`src/rtl/wdiv_pkg.sv`:
```
// Shared types for the double-width divider.
package wdiv_pkg;
    // Controller phases: waiting, iterating, publishing the result.
    typedef enum logic [1:0] {
        PH_IDLE = 2'd0,
        PH_RUN  = 2'd1,
        PH_FIN  = 2'd2
    } phase_t;
endpackage

```
`src/rtl/wdiv_operand_prep.sv`:
```
// Operand preparation: converts the request to unsigned magnitudes and
// records the signs of the quotient and remainder. It also flags requests
// whose quotient magnitude cannot fit in W bits, which includes a zero
// denominator.
// Assumes: purely combinational; operands are stable while start is seen.
module wdiv_operand_prep #(
    parameter int W = 32
) (
    input  logic [W-1:0]   num_hi,
    input  logic [W-1:0]   num_lo,
    input  logic [W-1:0]   den,
    input  logic           is_signed,
    output logic [2*W-1:0] num_mag,
    output logic [W-1:0]   den_mag,
    output logic           q_neg,
    output logic           r_neg,
    output logic           pre_trap
);
    localparam int NW = 2 * W;

    logic [NW-1:0] num_full;
    logic          num_neg;
    logic          den_neg;

    // Derive operand signs and absolute values.
    always_comb begin
        num_full = {num_hi, num_lo};
        num_neg  = is_signed & num_hi[W-1];
        den_neg  = is_signed & den[W-1];
        num_mag  = num_neg ? (~num_full + NW'(1)) : num_full;
        den_mag  = den_neg ? (~den + W'(1)) : den;
        q_neg    = num_neg ^ den_neg;
        r_neg    = num_neg;
    end

    // Quotient magnitude needs more than W bits (or den is zero).
    always_comb begin
        pre_trap = (num_mag[NW-1:W] >= den_mag);
    end
endmodule

```
`src/rtl/wdiv_restore_core.sv`:
```
// Restoring radix-2 divide engine. It holds the partial remainder and the
// numerator/quotient bits in a single 2W-bit accumulator, and retires one
// quotient bit per step.
// Assumes: the upper half of num_mag is below den_mag when loaded, so the
// quotient fits in W bits; steps are issued on consecutive cycles.
module wdiv_restore_core #(
    parameter int W = 32
) (
    input  logic           clk,
    input  logic           rst_n,
    input  logic           load,
    input  logic           step,
    input  logic [2*W-1:0] num_mag,
    input  logic [W-1:0]   den_mag,
    output logic [W-1:0]   quo_mag,
    output logic [W-1:0]   rem_mag,
    output logic           last
);
    localparam int NW = 2 * W;
    localparam int CW = $clog2(W);

    logic [NW-1:0] acc;
    logic [W-1:0]  den_q;
    logic [CW-1:0] cnt;
    logic [W:0]    trial;
    logic [W:0]    diff;
    logic          fits;

    // Trial subtraction of the denominator from the shifted partial remainder.
    always_comb begin
        trial = acc[NW-1:W-1];
        diff  = trial - {1'b0, den_q};
        fits  = (trial >= {1'b0, den_q});
        last  = step && (cnt == CW'(W - 1));
    end

    // Load operands or retire one quotient bit per step.
    always_ff @(posedge clk) begin
        if (!rst_n) begin
            acc   <= '0;
            den_q <= '0;
            cnt   <= '0;
        end else if (load) begin
            acc   <= num_mag;
            den_q <= den_mag;
            cnt   <= '0;
        end else if (step) begin
            acc   <= {(fits ? diff[W-1:0] : trial[W-1:0]), acc[W-2:0], fits};
            cnt   <= cnt + CW'(1);
        end
    end

    assign quo_mag = acc[W-1:0];
    assign rem_mag = acc[NW-1:W];

    // the partial remainder stays below the divisor throughout iteration.
    p_partial_below_den_r2: assert property (@(posedge clk) disable iff (!rst_n)
        step |-> (acc[NW-1:W] < den_q));
endmodule

```
`src/rtl/wdiv_result_fix.sv`:
```
// Result finishing: applies the signs to the magnitudes, checks the signed
// quotient range, and forces a zero result whenever a trap is raised.
// Assumes: purely combinational; the inputs come from registered state.
module wdiv_result_fix #(
    parameter int W = 32
) (
    input  logic [W-1:0] quo_mag,
    input  logic [W-1:0] rem_mag,
    input  logic         is_signed,
    input  logic         q_neg,
    input  logic         r_neg,
    input  logic         pre_trap,
    output logic [W-1:0] quo_out,
    output logic [W-1:0] rem_out,
    output logic         trap_out
);
    localparam logic [W-1:0] MIN_MAG = {1'b1, {(W-1){1'b0}}};

    logic range_bad;

    // Signed range: negative quotients may reach 2^(W-1) in magnitude.
    always_comb begin
        if (!is_signed)
            range_bad = 1'b0;
        else if (q_neg)
            range_bad = (quo_mag > MIN_MAG);
        else
            range_bad = quo_mag[W-1];
    end

    // Apply signs, or zero everything on a trap.
    always_comb begin
        trap_out = pre_trap | range_bad;
        if (trap_out) begin
            quo_out = '0;
            rem_out = '0;
        end else begin
            quo_out = q_neg ? (~quo_mag + W'(1)) : quo_mag;
            rem_out = r_neg ? (~rem_mag + W'(1)) : rem_mag;
        end
    end
endmodule

```
`src/rtl/dword_divider.sv`:
```
// Top level of the double-width divider. It accepts a request when idle,
// sequences the restoring engine for W steps (or skips the engine when the
// pre-check traps), and registers the finished result with a one-cycle
// done pulse.
// Assumes: start is ignored while busy; the outputs hold until the next done.
module dword_divider #(
    parameter int W = 32
) (
    input  logic         clk,
    input  logic         rst_n,
    input  logic         start,
    input  logic [W-1:0] num_hi,
    input  logic [W-1:0] num_lo,
    input  logic [W-1:0] den,
    input  logic         is_signed,
    output logic         busy,
    output logic         done,
    output logic         trap,
    output logic [W-1:0] quo,
    output logic [W-1:0] rem
);
    import wdiv_pkg::*;

    phase_t         phase;
    logic           accept;
    logic [2*W-1:0] p_num_mag;
    logic [W-1:0]   p_den_mag;
    logic           p_q_neg;
    logic           p_r_neg;
    logic           p_pre_trap;
    logic           sgn_q;
    logic           qneg_q;
    logic           rneg_q;
    logic           pretrap_q;
    logic [W-1:0]   core_quo;
    logic [W-1:0]   core_rem;
    logic           core_last;
    logic [W-1:0]   fix_quo;
    logic [W-1:0]   fix_rem;
    logic           fix_trap;

    assign accept = start && (phase == PH_IDLE);
    assign busy   = (phase != PH_IDLE);

    wdiv_operand_prep #(.W(W)) u_prep (
        .num_hi    (num_hi),
        .num_lo    (num_lo),
        .den       (den),
        .is_signed (is_signed),
        .num_mag   (p_num_mag),
        .den_mag   (p_den_mag),
        .q_neg     (p_q_neg),
        .r_neg     (p_r_neg),
        .pre_trap  (p_pre_trap)
    );

    wdiv_restore_core #(.W(W)) u_core (
        .clk     (clk),
        .rst_n   (rst_n),
        .load    (accept),
        .step    (phase == PH_RUN),
        .num_mag (p_num_mag),
        .den_mag (p_den_mag),
        .quo_mag (core_quo),
        .rem_mag (core_rem),
        .last    (core_last)
    );

    wdiv_result_fix #(.W(W)) u_fix (
        .quo_mag   (core_quo),
        .rem_mag   (core_rem),
        .is_signed (sgn_q),
        .q_neg     (qneg_q),
        .r_neg     (rneg_q),
        .pre_trap  (pretrap_q),
        .quo_out   (fix_quo),
        .rem_out   (fix_rem),
        .trap_out  (fix_trap)
    );

    // Phase sequencing and capture of the per-request flags.
    always_ff @(posedge clk) begin
        if (!rst_n) begin
            phase     <= PH_IDLE;
            sgn_q     <= 1'b0;
            qneg_q    <= 1'b0;
            rneg_q    <= 1'b0;
            pretrap_q <= 1'b0;
        end else begin
            case (phase)
                PH_IDLE: if (accept) begin
                    sgn_q     <= is_signed;
                    qneg_q    <= p_q_neg;
                    rneg_q    <= p_r_neg;
                    pretrap_q <= p_pre_trap;
                    phase     <= p_pre_trap ? PH_FIN : PH_RUN;
                end
                PH_RUN:  if (core_last) phase <= PH_FIN;
                default: phase <= PH_IDLE;
            endcase
        end
    end

    // Result registers, loaded once per request in the finishing phase.
    always_ff @(posedge clk) begin
        if (!rst_n) begin
            done <= 1'b0;
            trap <= 1'b0;
            quo  <= '0;
            rem  <= '0;
        end else begin
            done <= (phase == PH_FIN);
            if (phase == PH_FIN) begin
                trap <= fix_trap;
                quo  <= fix_quo;
                rem  <= fix_rem;
            end
        end
    end

    // a trapped result carries no data.
    p_trap_zero_r7: assert property (@(posedge clk) disable iff (!rst_n)
        (done && trap) |-> (quo == '0 && rem == '0));
    // done lasts exactly one cycle.
    p_done_pulse_r8: assert property (@(posedge clk) disable iff (!rst_n)
        done |=> !done);
    // an accepted start makes the block busy on the next cycle.
    p_busy_after_start_r10: assert property (@(posedge clk) disable iff (!rst_n)
        (start && !busy) |=> busy);
    // results stay put while no done pulse is issued.
    p_hold_r11: assert property (@(posedge clk) disable iff (!rst_n)
        !done |=> (!done || 1'b1) && ($stable(quo) || $rose(done)));
endmodule

```
`config.mk`:
```
export PLATFORM = sky130hd
export DESIGN_NAME = dword_divider
export DESIGN_NICKNAME = d
export VERILOG_FILES = /design/src/rtl/wdiv_pkg.sv /design/src/rtl/wdiv_operand_prep.sv /design/src/rtl/wdiv_restore_core.sv /design/src/rtl/wdiv_result_fix.sv /design/src/rtl/dword_divider.sv
export SDC_FILE = /design/constraint.sdc
export NUM_CORES = 1
export LEC_CHECK = 0
export BUFFER_PORTS_ARGS = -buffer_cell sky130_fd_sc_hd__buf_2
export CORE_MARGIN = 2
export CORE_UTILIZATION = 41
export DETAILED_ROUTE_END_ITERATION = 8
export PLACE_DENSITY_LB_ADDON = 0.08
export SLEW_MARGIN = 20
export SYNTH_ARGS = -nofsm -noshare
export SYNTH_HDL_FRONTEND = slang
export SYNTH_SLANG_ARGS = --single-unit
```
`constraint.sdc`:
```
create_clock -name clk -period 4.7 [get_ports clk]
set_input_delay 0.705 -clock clk [delete_from_list [all_inputs] [get_ports clk]]
set_output_delay 0.705 -clock clk [all_outputs]
set_load 0.05 [all_outputs]
```
==> After elaboration in Yosys (flattened, before gate mapping) <==
Cells that the tools add are included.
{ "totals": {"register_bits": 173, "latchBits": 0, "ramBits": 0, "romBits": 0, "out_inout_bits": 67, "wordCells": 58, "mem_count": 0} }
{ "classes": {"n_addsub": 6, "n_mul": 0, "div": 0, "order_cmp": 3, "eq_ne": 5, "shifts": 0, "muxes": 15, "bitwise": 9, "n_reduce_logical": 8} }
{ "op_table": {"columns": ["op", "count"], "rows": [
  ["$mux W32", 6],
  ["$mux W64", 3],
  ["$add A32 B1 Y32 const B", 3],
  ["$not A32 Y32", 3],
  ["$add A64 B1 Y64 const B", 1],
  ["$not A64 Y64", 1],
  ["$ge A33 B32 Y1", 1],
  ["$ge A32 B32 Y1", 1],
  ["$gt A32 B32 Y1 const B", 1],
  ["$sub A32 B32 Y32", 1],
  ["$mux W2", 3],
  ["$add A5 B1 Y5 const B", 1],
  ["$eq A5 B5 Y1 const B", 1],
  ["$ne A2 B2 Y1 const B", 2],
  ["$pmux W2 S2", 1],
  ["$reduce_and A2 Y1", 2],
  ["$reduce_bool A2 Y1", 2],
  ["$and A1 B1 Y1", 2],
  ["$eq A2 B1 Y1 const B", 1],
  ["$eq A2 B2 Y1 const B", 1],
  ["$logic_and A1 B1 Y1", 2],
  ["$logic_not A2 Y1", 1],
  ["$mux W1", 2],
  ["$reduce_or A2 Y1", 1],
  ["3 further kinds", 3]
]} }

==> Logic depth before layout (Yosys ltp) <==
Gate-level depths: netlist of run 1.
{ "logic_depth": {"depth_word": 7, "mapped_depth": 19, "ltp_nobuf": 18} }

==> Modules after synthesis <==
A second synthesis of run 1 with hierarchy kept.
{ "unflattened": {"hier_cells": 1792, "hier_area_um2": 13950.9} }
{ "modules_own_cells": {"columns": ["mod", "n_inst", "cells_per_inst", "area_per_inst_um2"], "rows": [
  ["wdiv_restore_core", 1, 759, 6427.4],
  ["wdiv_operand_prep", 1, 433, 3042.9],
  ["dword_divider", 1, 316, 2700.1],
  ["wdiv_result_fix", 1, 284, 1780.5]
]} }

==> Worst setup path before layout of run 1 <==
No wires, ideal clock.
{ "synth_timing": {"path_kind": "input to register", "from": "input port num_lo[5]", "to": "register phase[0]", "setup_time_ns": 0.058, "arrival_ns": 4.170, "setup_slack_ns": 0.472, "stages": 17, "n_path_buf": 1, "path_cell_list": "or4_1 > nor4_2 > nor2b_1 > and2_1 > clkbuf_1 > a31oi_1 > xor2_1 > ha_1 > a21o_1 > a21o_1 > a21oi_1 > o21a_1 > o22ai_1 > o21bai_1 > nand3_1 > a31oi_1 > a31o_2"} }
{ "synth_between": {"elab_chain_len": 7} }
{ "synth_rtl": {"columns": ["element", "line_no", "text"], "rows": [
  ["start, declared", "dword_divider.sv:13", "input logic [W-1:0] num_lo,"],
  ["$not A64 Y64", "wdiv_operand_prep.sv:30", "num_mag = num_neg ? (~num_full + NW'(1)) : num_full;"],
  ["$add A64 B1 Y64", "wdiv_operand_prep.sv:30", null],
  ["$mux W64", "wdiv_operand_prep.sv:30", null],
  ["$ge A32 B32 Y1", "wdiv_operand_prep.sv:38", "pre_trap = (num_mag[NW-1:W] >= den_mag);"],
  ["$mux W2", "dword_divider.sv:96", "phase <= p_pre_trap ? PH_FIN : PH_RUN;"],
  ["$mux W2", "dword_divider.sv:91", "PH_IDLE: if (accept) begin"],
  ["$pmux W2 S2", "dword_divider.sv:90", "case (phase)"],
  ["end signal, assigned", "dword_divider.sv:96", null],
  ["end, declared", "dword_divider.sv:24", "phase_t phase;"]
]} }
Every way passes these cells. The select of a mux whose other input is x is not followed.
A chain may end at the register's enable or synchronous reset.

==> Worst setup path in the final report of run 1 <==
{ "layout_timing": {"from": "input port den[11]", "to": "register pretrap_q"} }
{ "layout_between": {"elab_chain_len": 4} }
{ "layout_rtl": {"columns": ["element", "line_no", "text"], "rows": [
  ["start, declared", "dword_divider.sv:14", "input logic [W-1:0] den,"],
  ["$not A32 Y32", "wdiv_operand_prep.sv:31", "den_mag = den_neg ? (~den + W'(1)) : den;"],
  ["$add A32 B1 Y32", "wdiv_operand_prep.sv:31", null],
  ["$mux W32 (*)", "wdiv_operand_prep.sv:31", null],
  ["$ge A32 B32 Y1 (*)", "wdiv_operand_prep.sv:38", null],
  ["end signal, assigned", "dword_divider.sv:95", "pretrap_q <= p_pre_trap;"],
  ["end, declared", "dword_divider.sv:34", "logic pretrap_q;"]
]} }
Mark *: on every way between the ends. The rest lies on a longest branch, timed or not.

==> results of run 1 <==
metrics by stage:
stage / total power, W / utilization [%] / hold WS (ns) / instances
floorplan: 0.00394 / - / 0.436 / 1604
global placement: 0.00469 / 45.9 / 0.433 / 2103
detailed placement: 0.00471 / 45.9 / 0.437 / 2103
CTS: 0.00617 / 47.8 / 0.453 / 2135
global route: 0.00658 / 47.8 / 0.478 / 2135
finish: 0.00618 / 47.8 / 0.449 / 2135
power by group:
part           switching (W)  internal, W
Sequential          0.000237      0.00162
Clock               0.000647     0.000795
Combinational        0.00174      0.00115
Total                0.00262      0.00356
worst max-delay path, delay by kind of cell:
family	cells	cell delay [ns]
AOI/OAI and AO/OA	9	1.52
adders and majority gates	1	0.27
xor gates and xnor gates	1	0.22
buffers and inverters	1	0.12
and+or+nand+nor	7	1.73
state kept, by name, summed over array words and instances (netlist names):
register      count
done              1
trap              1
rem              32
u_core.cnt        5
sgn_q             1
quo              32
phase             2
u_core.acc       64
qneg_q            1
u_core.den_q     32
pretrap_q         1
rneg_q            1
layout make-up:
type	instances	area, µm²	area share (%)
clock buffer	18	429	3.02
clock inverter	14	158	1.11
inverter	64	243	1.71
multi-input combinational	1272	8310	58.4
sequential	173	3460	24.4
tap	390	488	3.43
timing repair buffer	204	1130	7.94
placed cells by master (no fill, tap or decap), types with 9 or more instances in the layout:
| cell | Yosys | final |
|---|---|---|
| clkbuf_16 | 0 | 17 |
| and3_1 | 16 | 16 |
| and2_1 | 13 | 11 |
| o22ai_1 | 23 | 23 |
| xnor2_1 | 111 | 111 |
| nor2b_1 | 10 | 9 |
| ha_1 | 70 | 70 |
| a21oi_1 | 130 | 130 |
| inv_1 | 63 | 63 |
| dfxtp_1 | 173 | 173 |
| nand3_1 | 17 | 17 |
| o41ai_1 | 14 | 14 |
| or4_1 | 16 | 16 |
| xor2_1 | 67 | 67 |
| nor2_1 | 152 | 151 |
| a211oi_1 | 33 | 33 |
| nand2b_1 | 15 | 14 |
| nand4_1 | 14 | 14 |
| o21a_1 | 11 | 11 |
| or3_1 | 14 | 14 |
| o21ai_0 | 91 | 91 |
| o31ai_1 | 30 | 30 |
| a21o_1 | 26 | 26 |
| nor4_1 | 20 | 20 |
| mux2i_1 | 17 | 17 |
| buf_4 | 1 | 37 |
| a31oi_1 | 20 | 20 |
| buf_2 | 6 | 166 |
| nor3_1 | 27 | 27 |
| a22oi_1 | 86 | 86 |
| nand2_1 | 156 | 156 |
layer usage:
| metal | GRT usage, % | part of all wire (%) | vias to the layer above |
|---|---|---|---|
| met5 | 0 | 0 | - |
| met4 | 6.28 | 1.7 | 0 |
| met2 | 31.7 | 38 | 433 |
| met3 | 3.06 | 6.8 | 29 |
| li1 | - | - | 6057 |
| met1 | 42.4 | 54 | 5650 |
worst max-delay path by stage:
| stage | start | to | slack [ns] | cells past startpoint |
|---|---|---|---|---|
| finish | den[11] | pretrap_q$_SDFFE_PN0P_ | 0.41 | 19 |
| global route | den[11] | pretrap_q$_SDFFE_PN0P_ | 0.02 | 19 |
| CTS | den[11] | pretrap_q$_SDFFE_PN0P_ | 0.48 | 19 |
| detailed placement | den[11] | pretrap_q$_SDFFE_PN0P_ | 0.05 | 19 |
| global placement | den[11] | pretrap_q$_SDFFE_PN0P_ | 0.09 | 19 |
| floorplan | num_lo[5] | phase[0]$_SDFFE_PN0P_ | 0.47 | 17 |
cells by family (layout without fill, tap and decap cells):
| group | after synthesis | count (layout) | synth area share (%) |
|---|---|---|---|
| adder cells (fa/ha/maj) | 71 | 71 | 7.23 |
| multiplexers | 21 | 21 | 1.74 |
| flip-flops | 173 | 173 | 27.9 |
| buffers and inverters | 159 | 300 | 5.19 |
| XOR/XNOR | 178 | 178 | 12.6 |
| AO/OA/AOI/OAI | 505 | 505 | 26.2 |
| AND/OR/NAND/NOR | 497 | 497 | 19.1 |
==> results.py, run 1 <==
metrics = {
    "floorplanning": {
        "initial_core_util_pct": 41.7,
        "die_x_um": 178,
        "num_io_pins": 167,
        "std_cell_rows": 63,
        "die_area_mm2": 0.0316,
        "core_area_mm2": 0.0297,
        "die_y_um": 178,
    },
    "place": {
        "placed_area_mm2": 0.0136,
        "numPortBuffers": 166,
        "place_congestion": 0.928,
        "detailedPlace.worstSlack_ns": 0.0468,
        "dp_hpwl_um": 31000,
    },
    "worst_setup_path": {
        "cpMostUsedCell": "a21o_1",
        "rr_worst_depth": 12,
        "r2r-start": "u_core.den_q[26]$_SDFFE_PN0P_",
        "cp-end-kind": "flip-flop",
        "cp_slowest_cell": "or4_1",
        "cp.arrival_ns": 4.57,
        "required_ns": 4.98,
        "slowest_delay_ns": 0.45,
        "criticalPathCategory": "input port to flip-flop",
        "crit_chain": "buf_2 > nor3_1 > nand2b_1 > nor4_1 > nor4b_1 > nand2_1 > or4_1 > o31ai_1 > xor2_1 > ha_1 > a21o_1 > a21o_1 > a21o_1 > a21oi_1 > o22ai_1 > o21bai_1 > nand3_1 > a31oi_1 > a21oi_1",
        "startpoint_type": "input port",
        "regToRegEndpoint": "u_core.acc[45]$_SDFFE_PN0P_",
        "critPathMaxFanout": 4,
        "reg2reg_slack_ns": 0.85,
    },
    "final_layout": {
        "area_growth_pct": 14.7,
        "drive_gt1_share_pct": 15.5,
        "final_area_mm2": 0.0142,
        "nNetsFinal": 1903,
        "insertedDiodeCount": 0,
        "n_fill_cell": 3082,
    },
    "worst_hold_path": {
        "hp-class": "flip-flop to flip-flop",
        "worstHoldEndpoint": "rem[28]$_SDFFE_PN0P_",
        "min_path_cells": 2,
        "worstHoldStart": "rem[28]$_SDFFE_PN0P_",
    },
    "sta": {
        "fin_skew_ns": 0.0132,
        "rsz0062_at_grt": "no",
        "worstMarginPinSlew_ns": 1.06,
        "fmax_mhz": 233,
        "setup_viol": 0,
        "tns_ns": 0,
        "period_share_pct": 91.2,
        "relSlewSlack_pct": 29.4,
        "fin_crit_ns": 4.29,
        "fin_ws_ns": 0.412,
        "drv_slew": 0,
        "hold_viol": 0,
    },
    "clocking": {
        "clock_latency_ns": 0.44,
        "h-tree-depth": 4,
        "root_buffer": "clkbuf_16",
        "clock_path_buffers": 2,
        "path_clk_slew_ns": 0.07,
        "cts_tree": "built",
        "numCtsBuffers": 17,
        "ctsResizeCount": 0,
        "postCtsSetupRepairBufs": 0,
        "cts_num_sinks": 173,
        "holdBufCountCts": 0,
    },
    "route": {
        "antenna_left": 0,
        "dr.pass1.iters": 5,
        "wl_per_cell_um": 18.7,
        "drc_errors": 0,
        "num_vias": 12200,
        "avgViaCountPerCell": 5.70,
        "drt_iter0_markers": 1057,
        "routed_wl_um": 40000,
    },
    "power_and_ir_drop": {
        "cellLeakagePower_nw": 5.87,
        "powerDensity_mw_per_mm2": 435,
        "peakVddDrop_mv": 0.243,
    },
    "grt": {
        "grt_overflow": 0,
        "grt_max_degree": 98,
        "grt_pass1_vias": 10600,
        "antenna_found_initial": 0,
        "grt_pass1_wl_um": 61300,
        "track_usage_pct": 25.0,
    },
    "yosys": {
        "ys_ff_latch": 173,
        "synth_area_leader_cell": "dfxtp_1",
        "synth_cell_types": 72,
        "synth.most_common_cell": "dfxtp_1",
        "synth_edf_count": 0,
        "yosys_warnings": 0,
        "ys.flop_type": "dfxtp_1",
        "ys_top_cells_by_area": "dfxtp_1, xnor2_1, ha_1",
        "synth-seq-area-share_pct": 27.9,
        "synth_area_mm2": 0.0124,
        "synth_top_area_share_pct": 27.9,
        "async_reset_ff_share_pct": 0,
        "synthTopCellsByCount": "dfxtp_1, nand2_1, nor2_1",
        "syn-num-nets": 1775,
        "synth_cells": 1604,
        "syn_avg_cell_area_um2": 7.73,
    },
    "run_status": {
        "outcome": "complete, no violations",
    },
    "flow_run": {
        "cap_violations": 0,
    },
}
No activity file was read; power rests on OpenSTA's default activity.
==> inputs of run 2 (changes only) <==
- ABC_AREA: not set -> 1
==> results.py, run 2 <==
metrics = {
    "floorplanning": {
        "num_io_pins": 167,
        "initial_core_util_pct": 41.3,
        "std_cell_rows": 70,
        "die_x_um": 195,
        "die_area_mm2": 0.0381,
        "die_y_um": 195,
        "core_area_mm2": 0.0363,
    },
    "yosys": {
        "ys.flop_type": "dfxtp_1",
        "synth_area_mm2": 0.0150,
        "syn_avg_cell_area_um2": 5.99,
        "ys_ff_latch": 173,
        "synth.most_common_cell": "nand2_1",
        "synth_edf_count": 0,
        "synth_area_leader_cell": "dfxtp_1",
        "synth_cells": 2504,
        "synthTopCellsByCount": "nand2_1, inv_1, nor2_1",
        "synth_cell_types": 52,
        "async_reset_ff_share_pct": 0,
        "synth_top_area_share_pct": 23.1,
        "syn-num-nets": 2675,
        "yosys_warnings": 0,
        "synth-seq-area-share_pct": 23.1,
        "ys_top_cells_by_area": "dfxtp_1, nand2_1, inv_1",
    },
    "worst_setup_path": {
        "startpoint_type": "input port",
        "cp.arrival_ns": 3.90,
        "cp_num_cells": 20,
        "critPathMaxFanout": 6,
        "crit_buf_inv": 3,
        "regToRegEndpoint": "u_core.acc[63]$_SDFFE_PN0P_",
        "r2r-start": "u_core.acc[38]$_SDFFE_PN0P_",
        "crit_family": "simple AND/OR/NAND/NOR gates",
        "cp_slowest_cell": "ha_1",
        "criticalPathCategory": "input port to flip-flop",
        "rr_worst_depth": 14,
        "crit_chain": "buf_2 > inv_1 > ha_1 > nand3_2 > inv_1 > nand2_1 > nor2_2 > nand2_1 > nor2_1 > nand3_1 > nand3_1 > nand2_1 > ha_1 > nand2_1 > nor2_1 > nand2_1 > nor4_1 > nand2_1 > nand4_1 > a21oi_1",
        "cpMostUsedCell": "nand2_1",
        "required_ns": 4.98,
        "cp-end-kind": "flip-flop",
        "reg2reg_slack_ns": 1.51,
        "slowest_delay_ns": 0.33,
    },
    "grt": {
        "grt_pass1_vias": 16100,
        "grt_max_degree": 70,
        "grt_pass1_wl_um": 94800,
        "track_usage_pct": 32.5,
        "antenna_found_initial": 0,
        "grt_overflow": 0,
    },
    "route": {
        "avgViaCountPerCell": 5.47,
        "routed_wl_um": 62700,
        "drc_errors": 0,
        "dr.pass1.iters": 7,
        "drt_iter0_markers": 1517,
        "num_vias": 17000,
        "wl_per_cell_um": 20.2,
        "antenna_left": 0,
    },
    "sta": {
        "fmax_mhz": 277,
        "drv_slew": 0,
        "setup_viol": 0,
        "fin_ws_ns": 1.09,
        "worstMarginPinSlew_ns": 1.05,
        "hold_viol": 0,
        "period_share_pct": 76.9,
        "tns_ns": 0,
        "rsz0062_at_grt": "no",
        "relSlewSlack_pct": 29.9,
        "fin_skew_ns": 0.0159,
        "fin_crit_ns": 3.61,
    },
    "clocking": {
        "cts_tree": "built",
        "cts_num_sinks": 173,
        "h-tree-depth": 4,
        "path_clk_slew_ns": 0.08,
        "clock_path_buffers": 2,
        "root_buffer": "clkbuf_16",
        "clock_latency_ns": 0.44,
        "numCtsBuffers": 17,
        "holdBufCountCts": 0,
        "ctsResizeCount": 0,
        "postCtsSetupRepairBufs": 0,
    },
    "final_layout": {
        "final_cell_mix": "nand2_1, inv_1, nor2_1",
        "n_fill_cell": 4006,
        "area_growth_pct": 11.7,
        "largest_reg_flops": 64,
        "nNetsFinal": 2798,
        "regMostFlops": "u_core.acc",
        "final_common_cell": "nand2_1",
        "insertedDiodeCount": 0,
        "drive_gt1_share_pct": 12.6,
    },
    "power_and_ir_drop": {
        "seq_power_share_pct": 25.4,
        "p_comb_share_pct": 55.3,
        "p_switching_w": 0.00386,
        "swShare_pct": 51.8,
        "cellLeakagePower_nw": 7.78,
        "powerDensity_mw_per_mm2": 444,
        "intPower_w": 0.00358,
        "pwr-share-clk_pct": 19.2,
        "peakVddDrop_mv": 0.279,
    },
    "place": {
        "numPortBuffers": 166,
        "detailedPlace.worstSlack_ns": 0.716,
        "place_congestion": 0.991,
        "dp_hpwl_um": 51000,
    },
    "run_status": {
        "outcome": "complete, no violations",
    },
    "worst_hold_path": {
        "hp-class": "flip-flop to flip-flop",
        "worstHoldEndpoint": "quo[5]$_SDFFE_PN0P_",
        "min_path_cells": 2,
        "worstHoldStart": "quo[5]$_SDFFE_PN0P_",
    },
    "flow_run": {
        "cap_violations": 0,
    },
}
-- run 2: cell count changes in the layout (fill, tap and decap cells not counted), sizes merged, moves of 19 or more --
cell    change
o22ai      +23
a21o       -26
a211oi     -32
nor2      +162
nand4      +20
nand2     +554
xnor2      -86
a21oi      +40
nand3     +231
o31ai      -28
or2        +19
inv       +247
a22oi      -55
-- run 2: worst min-delay path, delay by kind of cell, from the launching register on --
kind               cells  cell delay, ns
DFF                    1            0.31
AOI/OAI and AO/OA      1            0.05
and+or+nand+nor        1            0.06
-- run 2: power groups by stage --
stage                     logic [W]  clock network [W]  registers (W)
after floorplan             0.00285                  0        0.00190
after global placement      0.00402                  0        0.00192
after detailed placement    0.00404                  0        0.00192
after CTS                   0.00406            0.00146        0.00189
after global routing        0.00456            0.00152        0.00191
final                       0.00412            0.00143        0.00189
-- run 2: kinds of logic (layout without fill, tap and decap cells) --
group / count (synthesis) / after routing / synth area share [%]
and+or+nand+nor: 1397 / 1397 / 40.3
buffers and inverters: 395 / 531 / 10.6
AOI/OAI and AO/OA: 393 / 393 / 15.6
DFF: 173 / 173 / 23.1
xor gates and xnor gates: 75 / 75 / 4.38
adders and majority gates: 71 / 71 / 5.97
-- run 2: layer usage --
layer | share of wire, % | GRT usage [%] | up-vias
met5 | 0 | 0 | -
met4 | 4.4 | 13.6 | 0
met3 | 5.1 | 3.70 | 96
met2 | 47 | 55.4 | 572
met1 | 44 | 41.7 | 7920
li1 | - | - | 8406
-- run 2: worst max path at each step --
| stage | startpoint | endpoint |
|---|---|---|
| 6_report | num_lo[1] | phase[0]$_SDFFE_PN0P_ |
| 3_3_place_gp | num_lo[1] | pretrap_q$_SDFFE_PN0P_ |
| 3_5_place_dp | num_lo[1] | phase[0]$_SDFFE_PN0P_ |
| 5_1_grt | den[0] | pretrap_q$_SDFFE_PN0P_ |
| 4_1_cts | num_lo[1] | phase[0]$_SDFFE_PN0P_ |
| 2_1_floorplan | num_lo[1] | pretrap_q$_SDFFE_PN0P_ |
-- run 2: stage by stage --
stage | total power, W | util, % | area, µm² | hold WS [ns] | instances
3_3_place_gp | 0.00595 | 44.5 | 16200 | 0.453 | 3076
5_1_grt | 0.00798 | 46.1 | 16800 | 0.482 | 3108
3_5_place_dp | 0.00596 | 44.5 | 16200 | 0.452 | 3076
2_1_floorplan | 0.00475 | - | 15000 | 0.432 | 2504
6_report | 0.00744 | 46.1 | 16800 | 0.462 | 3108
4_1_cts | 0.00740 | 46.1 | 16800 | 0.465 | 3108
-- run 2: cell type report --
class	instances	area, µm²	share of cell area [%]
sequential	173	3460	20.7
tap	468	586	3.49
timing repair buffer	186	981	5.85
clock buffer	17	425	2.54
clock inverter	15	153	0.911
inverter	313	1180	7.04
multi-input combinational	1936	9970	59.5
